===== config.mk =====
export PLATFORM = sky130hd
export DESIGN_NAME = barrel_shift_unit
export DESIGN_NICKNAME = d
export VERILOG_FILES = /design/src/rtl/shift_pkg.sv /design/src/rtl/shift_amount_decode.sv /design/src/rtl/shift_datapath.sv /design/src/rtl/shift_out_stage.sv /design/src/rtl/barrel_shift_unit.sv
export SDC_FILE = /design/constraint.sdc
export NUM_CORES = 1
export LEC_CHECK = 0
export BUFFER_PORTS_ARGS = -buffer_cell sky130_fd_sc_hd__buf_2
export CAP_MARGIN = 20
export CORE_ASPECT_RATIO = 2
export CORE_UTILIZATION = 26
export CTS_CLUSTER_DIAMETER = 60
export DETAILED_ROUTE_END_ITERATION = 12
export SLEW_MARGIN = 20
export SYNTH_ARGS = -nofsm -noshare
export SYNTH_HDL_FRONTEND = slang
export SYNTH_SLANG_ARGS = --single-unit

===== constraint.sdc =====
create_clock -name clk -period 2.3 [get_ports clk]
set_input_delay 0.115 -clock clk [delete_from_list [all_inputs] [get_ports clk]]
set_output_delay 0.115 -clock clk [all_outputs]
set_load 0.1 [all_outputs]

===== src/rtl/shift_pkg.sv =====
package shift_pkg;

  typedef enum logic [2:0] {
    SH_LSL = 3'd0,
    SH_LSR = 3'd1,
    SH_ASR = 3'd2,
    SH_ROR = 3'd3,
    SH_RRX = 3'd4
  } shift_op_e;

  // Classification of the unmasked amount against the word width
  typedef struct packed {
    logic is_zero;   // amount == 0
    logic is_width;  // amount == word width
    logic beyond;    // amount > word width
    logic mod_zero;  // low log2(width) bits all zero
  } amt_class_t;

endpackage


===== src/rtl/shift_amount_decode.sv =====
module shift_amount_decode
  import shift_pkg::*;
#(
  parameter int W   = 32,
  parameter int CW  = 8,
  localparam int SHW = $clog2(W)
) (
  input  logic [CW-1:0] amount,
  output amt_class_t    cls,
  output logic [SHW:0]  amt_sat,
  output logic [SHW-1:0] amt_mod
);

  localparam logic [CW-1:0] WIDTH_CNT = CW'(W);

  always_comb begin
    cls.is_zero  = (amount == '0);
    cls.is_width = (amount == WIDTH_CNT);
    cls.beyond   = (amount > WIDTH_CNT);
    cls.mod_zero = (amount[SHW-1:0] == '0);
    // Saturate to the width: every larger count acts like the width itself
    if (amount >= WIDTH_CNT) amt_sat = (SHW+1)'(W);
    else                     amt_sat = amount[SHW:0];
    amt_mod = amount[SHW-1:0];
  end

endmodule


===== src/rtl/shift_datapath.sv =====
module shift_datapath
  import shift_pkg::*;
#(
  parameter int W   = 32,
  localparam int SHW = $clog2(W)
) (
  input  logic [2:0]     op,
  input  logic [W-1:0]   operand,
  input  logic           cin,
  input  amt_class_t     cls,
  input  logic [SHW:0]   amt_sat,
  input  logic [SHW-1:0] amt_mod,
  output logic [W-1:0]   res,
  output logic           cout
);

  // One guard bit beyond the word catches the last bit shifted out
  logic [W:0]          lsl_w;
  logic [W:0]          lsr_w;
  logic signed [W:0]   asr_w;
  logic [2*W-1:0]      ror_w;
  logic [W-1:0]        ror_r;
  shift_op_e           op_e;

  assign op_e  = shift_op_e'(op);
  assign lsl_w = {1'b0, operand} << amt_sat;
  assign lsr_w = {operand, 1'b0} >> amt_sat;
  assign asr_w = $signed({operand, 1'b0}) >>> amt_sat;
  assign ror_w = {operand, operand} >> amt_mod;
  assign ror_r = ror_w[W-1:0];

  always_comb begin
    res  = operand;
    cout = cin;
    case (op_e)
      SH_LSL: begin
        if (cls.is_zero) begin
          res = operand; cout = cin;
        end else if (cls.beyond) begin
          res = '0; cout = 1'b0;
        end else begin
          res = lsl_w[W-1:0]; cout = lsl_w[W];
        end
      end
      SH_LSR: begin
        if (cls.is_zero) begin
          res = operand; cout = cin;
        end else if (cls.beyond) begin
          res = '0; cout = 1'b0;
        end else begin
          res = lsr_w[W:1]; cout = lsr_w[0];
        end
      end
      SH_ASR: begin
        if (cls.is_zero) begin
          res = operand; cout = cin;
        end else begin
          res = asr_w[W:1]; cout = asr_w[0];
        end
      end
      SH_ROR: begin
        if (cls.is_zero) begin
          res = operand; cout = cin;
        end else begin
          res = ror_r; cout = ror_r[W-1];
        end
      end
      SH_RRX: begin
        res  = {cin, operand[W-1:1]};
        cout = operand[0];
      end
      default: begin
        res = operand; cout = cin;
      end
    endcase
  end

endmodule


===== src/rtl/shift_out_stage.sv =====
module shift_out_stage #(
  parameter int W    = 32,
  parameter int PIPE = 1
) (
  input  logic         clk,
  input  logic         rst,
  input  logic         vin,
  input  logic [W-1:0] res,
  input  logic         cout,
  output logic         vout,
  output logic [W-1:0] res_q,
  output logic         cout_q
);

  generate
    if (PIPE != 0) begin : g_reg
      always_ff @(posedge clk) begin
        if (rst) begin
          vout   <= 1'b0;
          res_q  <= '0;
          cout_q <= 1'b0;
        end else begin
          vout <= vin;
          if (vin) begin
            res_q  <= res;
            cout_q <= cout;
          end
        end
      end
    end else begin : g_comb
      assign vout   = vin;
      assign res_q  = res;
      assign cout_q = cout;
    end
  endgenerate

endmodule


===== src/rtl/barrel_shift_unit.sv =====
module barrel_shift_unit
  import shift_pkg::*;
#(
  parameter int W    = 32,
  parameter int CW   = 8,
  parameter int PIPE = 1
) (
  input  logic          clk,
  input  logic          rst,
  input  logic          in_valid,
  input  logic [W-1:0]  in_operand,
  input  logic [CW-1:0] in_amount,
  input  logic          in_carry,
  input  logic [2:0]    in_op,
  output logic          out_valid,
  output logic [W-1:0]  out_result,
  output logic          out_carry
);

  localparam int SHW = $clog2(W);

  amt_class_t     cls;
  logic [SHW:0]   amt_sat;
  logic [SHW-1:0] amt_mod;
  logic [W-1:0]   dp_res;
  logic           dp_cout;

  shift_amount_decode #(.W(W), .CW(CW)) u_dec (
    .amount  (in_amount),
    .cls     (cls),
    .amt_sat (amt_sat),
    .amt_mod (amt_mod)
  );

  shift_datapath #(.W(W)) u_dp (
    .op      (in_op),
    .operand (in_operand),
    .cin     (in_carry),
    .cls     (cls),
    .amt_sat (amt_sat),
    .amt_mod (amt_mod),
    .res     (dp_res),
    .cout    (dp_cout)
  );

  shift_out_stage #(.W(W), .PIPE(PIPE)) u_out (
    .clk    (clk),
    .rst    (rst),
    .vin    (in_valid),
    .res    (dp_res),
    .cout   (dp_cout),
    .vout   (out_valid),
    .res_q  (out_result),
    .cout_q (out_carry)
  );

endmodule


; ---- Word level (Yosys, flattened, before mapping)
; Cells that the tools add are included.
; Widths: inputs -> output; s select.
[word_totals]
inputBits = 47
output_inout_bits = 34
reg_bits = 34
word_cells = 30
[op_classes]
n_shift = 4
mux = 15
order_cmp = 2
eq_ne = 4
reduce_logical = 2
[ops]
columns = op, n
row1 = $mux 32, 6
row2 = $pmux 32 s5, 1
row3 = $shr 64x5->32, 1
row4 = $shl 32x6->33, 1
row5 = $shr 33x6->33, 1
row6 = $sshr 33x6->33, 1
row7 = $ge 8x6->1 const B, 1
row8 = $gt 8x6->1 const B, 1
row9 = $logic_not 8->1, 1
row10 = $eq 3x2->1 const B, 2
row11 = $mux 1, 6
row12 = $mux 6, 1
row13 = $pmux 1 s5, 1
row14 = $eq 3x1->1 const B, 1
row15 = $eq 3x3->1 const B, 1
row16 = $logic_not 3->1, 1

; ---- Depth between registers and ports, before layout
[depth]
ltp_word = 6
ltp_mapped = 14
ltp_nobuf = 8

; ---- Cells and area by module
; A second synthesis with hierarchy kept.
[hier_totals]
cells_unflattened = 1261
area_unflattened_um2 = 10204.8
[modules_own_cells]
columns = module, n_inst, seq_area_each_um2, cells_per_inst, area_each_um2
row1 = shift_datapath, 1, 0.0, 1133, 8841.0
row2 = shift_out_stage, 1, 680.7, 109, 1229.9
row3 = shift_amount_decode, 1, 0.0, 19, 133.9

; ---- Least setup slack after synthesis
; OpenSTA, ideal clock, no wires.
[synth_timing]
path_type = input to register
from = input port in_amount[0]
to = register u_out.res_q[14]
arrival_ns = 2.137
n_path_buf = 2
required_time_ns = 2.171
setup_time_ns = 0.129
path_stages = 7
path_slack_ns = 0.034
cell_sequence = buf_4 -> buf_2 -> mux2_2 -> mux4_2 -> mux4_2 -> a211oi_1 -> a32oi_1
[synth_between]
elab_chain_cells = 6
elab_cells_between_ends = 15
cone_classes = order compare (2) / shift (4) / mux (8) / reduce/logical (1)
[synth_lines]
columns = item, line_no
row1 = from (decl), barrel_shift_unit.sv:12  ; input logic [CW-1:0] in_amount,
row2 = $ge 8x6->1, shift_amount_decode.sv:22  ; if (amount >= WIDTH_CNT) amt_sat = (SHW+1)'(W);
row3 = $mux 6, shift_amount_decode.sv:22
row4 = $shr 33x6->33 or $shl 32x6->33 (tied branches), "shift_datapath.sv:27, shift_datapath.sv:26"
row5 = $mux 32 (on tied branches), "shift_datapath.sv:48, shift_datapath.sv:39"
row6 = $mux 32 (on tied branches), "shift_datapath.sv:46, shift_datapath.sv:37"
row7 = $pmux 32 s5 *, shift_datapath.sv:35  ; case (op_e)
row8 = to (signal assigned), shift_out_stage.sv:25  ; res_q <= res;
row9 = to (decl), shift_out_stage.sv:11  ; output logic [W-1:0] res_q,
; Mark *: on every way between the ends. The rest lies on a longest branch, timed or not.
; A chain may end at the register's enable or synchronous reset.

; ---- Final worst setup path
[layout_timing]
from = input port in_amount[5]
to = register u_out.res_q[8]
; The elaborated chain is that of the path after synthesis.

==> summary.txt <==
STA
  • Worst Setup Slack, final: -134 ps
  • Final Hold Viols: 0
  • Final worst path period need: around 2400 ps
  • TNS Setup: -486 ps
  • Max Fclk: between 0.4 and 0.5 GHz
  • Worst clock skew: 0 ps
  • Hold WS: 65.5 ps
  • RSZ-0062 raised after global routing: yes
  • Final setup viols: 14
  • Relative slew slack: 31.4%
  • Worst-margin pin slew: 1020 ps
  • Tcrit/Tclk final: 106%
  • Slew Limit Fails: 0

Yosys
  • Post-Synth Simple-Gate Area: 23.9%
  • Net count after synthesis: about 1600
  • Yosys top cell by area: nand2_1
  • Post-synth ARST share: 0%
  • Cell count after synthesis: roughly 1500
  • Largest family of logic cells by synthesized area: compound AO/OA/AOI/OAI gates
  • Post-synth EDFFs: 0
  • Ys flop type: dfxtp_1
  • Post-synthesis compound-gate area fraction: between 30% and 40%
  • Synth cell types: just over 80
  • Post-synthesis xor/xnor area fraction: 0%
  • Yosys reg bits: 34
  • Cell Area, Synth: between 10000 and 15000 um^2
  • Synthesis Warnings: 0
  • Adder-cell area share of the yosys netlist: 0%
  • Post-synthesis mux area share: roughly 21%
  • Post-synth top area share: roughly a tenth
  • Post-synthesis sequential area ratio: under 10%
  • Avg Cell Area, Syn: ~6.7 um^2
  • Synth area leaders: nand2_1 9.3%, mux2i_1 9.2%, mux4_2 8.8%, dfxtp_1 6.8%, a21oi_1 6.7%

Critical path
  • Crit. End Element: flop
  • Worst path arrival time: between 2000 and 3000 ps
  • Critical path class: input port to flop
  • CP Launch Type: input port
  • Worst Path Max Fanout: 7
  • WP data required: 2550 ps

Pwr
  • Maximum vdd drop: 426 uV
  • Pwr dens: 329 nW/um^2
  • Leak: 7.34 nW

Detailed routing
  • Wire per inst: between 30 and 40 um
  • # DRC: 0
  • Vias: approximately 17000
  • Antenna-violating nets left: 0
  • Via-per-instance ratio: roughly 6.7
  • Drt first pass iters: 6
  • Routed WL: around 94000 um
  • Drt initial violations: ~2000

Job
  • Max cap viols: 0

Final layout
  • Final core occ: a little under half
  • Fraction of layout cells with a size suffix above 1: approximately 49%
  • Nets: 2065
  • Final non-filler cell total: approximately 2500
  • Synth-to-Final Area Change: 72.7%
  • Commonest non-fill, non-tap cell in the layout: buf_4
  • Most frequent cells in the layout: 517 x buf_4, 236 x nand2_1, 136 x nor2_1

Clocking
  • Worst skew pair latency: 310 ps
  • Root buffer cell: clkbuf_16
  • Hold buffer count at cts: 0
  • CTS buffer count: 5
  • CTS clock-pin slew for the worst setup and hold paths: roughly 80 ps
  • H-Tree Depth: 2
  • CTS tree: built
  • CTS sink cnt: 34
  • Deepest clock path buffer count: 2

Global routing
  • GRT met3 Usage: 9.50%
  • Number of antenna violations at the first check in global routing: 2
  • Vias in the first global route: around 16000
  • Total GRT Usage: a little under half
  • Met2 Use GR: 77.9%
  • GR met1 Demand/Resource: around half
  • Largest net degree at the start of global routing: 41
  • GRT Max-Usage Layer: met2
  • Overflow after GRT: 0
  • First-pass GRT wire length: around 130000 um

Floorplan
  • Die width: between 100 and 150 um
  • IO Count: 81
  • Placement Rows: around 100
  • Full die area: a little under 40000 um^2
  • Die height: 279 um
  • Core area: about 38000 um^2
  • Initial Utilization: a little over a quarter

Placement
  • DP Cell Count: 2417
  • Port Buffers: 80
  • Hpwl dp: 74700 um
  • RePlAce Congestion: ~1.1

Status
  • Status: finished with violations
  • Failing checks: setup timing

Hold path
  • Hold Crit Class: input port to flop
[stage by stage]
stage	setup WS, ps	total power [W]	cell area (um^2)
after floorplan	33.8	0.00235	10000
after global placement	-926	0.00418	14800
after detailed placement	-897	0.00417	14800
after CTS	-57.7	0.00527	15900
after global routing	-156	0.00579	17300
final	-134	0.00569	17300
[timing repair]
action	CTS	global route
setup buffers	19	40
endpoints found under the setup margin	33	33
gates resized for setup	172	200
cloned	4	6
pin swaps	34	83
[worst paths after layout]
| check | from | endpoint | slack, ps | depth (start not counted) |
|---|---|---|---|---|
| max | in_amount[5] | u_out.res_q[8]$_SDFFE_PP0P_ | -130 | 12 |
| min | rst | u_out.res_q[7]$_SDFFE_PP0P_ | 70 | 2 |
| max reg2reg | u_out.res_q[18]$_SDFFE_PP0P_ | u_out.res_q[18]$_SDFFE_PP0P_ | 870 | 3 |
| min reg2reg | u_out.res_q[24]$_SDFFE_PP0P_ | u_out.res_q[24]$_SDFFE_PP0P_ | 470 | 2 |
[Yosys cell counts, types with 31 or more instances]
cell,instances
mux4_2,39
a211oi_1,41
nand2_1,249
o21ai_0,111
nor2_1,145
clkbuf_1,112
nand3_1,34
mux2_2,31
dfxtp_1,34
a21oi_1,134
buf_2,39
mux2i_1,92
[worst max-delay path, stage by stage]
cell and delay (ps):
buf_8 110, or4b_4 630, buf_12 200, buf_6 130, mux2_4 210, o221a_4 190
nand2_4 70, buf_6 120, a211oi_4 500, buf_4 200, nand4_1 80, nand4_1 120
[sequential cells by signal, indices dropped and copies added, names as in the netlist]
name,flops
u_out.res_q,32
u_out.cout_q,1
u_out.vout,1
[cell families after synthesis]
kind of cell,Yosys count
mux,162
flops,34
simple gates,539
compound gates,566
buf+inv,204
[per-layer routing]
metal | vias to the layer above | share of wire (%) | routed length [um]
met1 | 7923 | 32 | 29900
met5 | - | 0.016 | 15
li1 | 6783 | - | -
met4 | 2 | 14 | 13500
met2 | 1285 | 46 | 43100
met3 | 561 | 8.0 | 7520
[where the power goes]
| group | total [W] | switching (W) | leakage (nW) | internal [W] |
|---|---|---|---|---|
| sequential | 0.000676 | 0.0000424 | 0.280 | 0.000633 |
| combinational | 0.00411 | 0.00251 | 6.98 | 0.00160 |
| clock | 0.000901 | 0.000387 | 0.0760 | 0.000515 |
| total | 0.00569 | 0.00294 | 7.34 | 0.00274 |
[area by class of cell]
class / count / area [um^2]
clock buffers: 5 / 125
flip-flops and latches: 34 / 681
diodes: 1 / 2.50
well taps: 463 / 579
inverters: 11 / 48.8
multi-input cells: 1267 / 9750
clock inverters: 3 / 45.0
fillers: 3854 / 20600
repair buffers: 699 / 6050
Note: power is estimated with default switching activity, not from simulation.
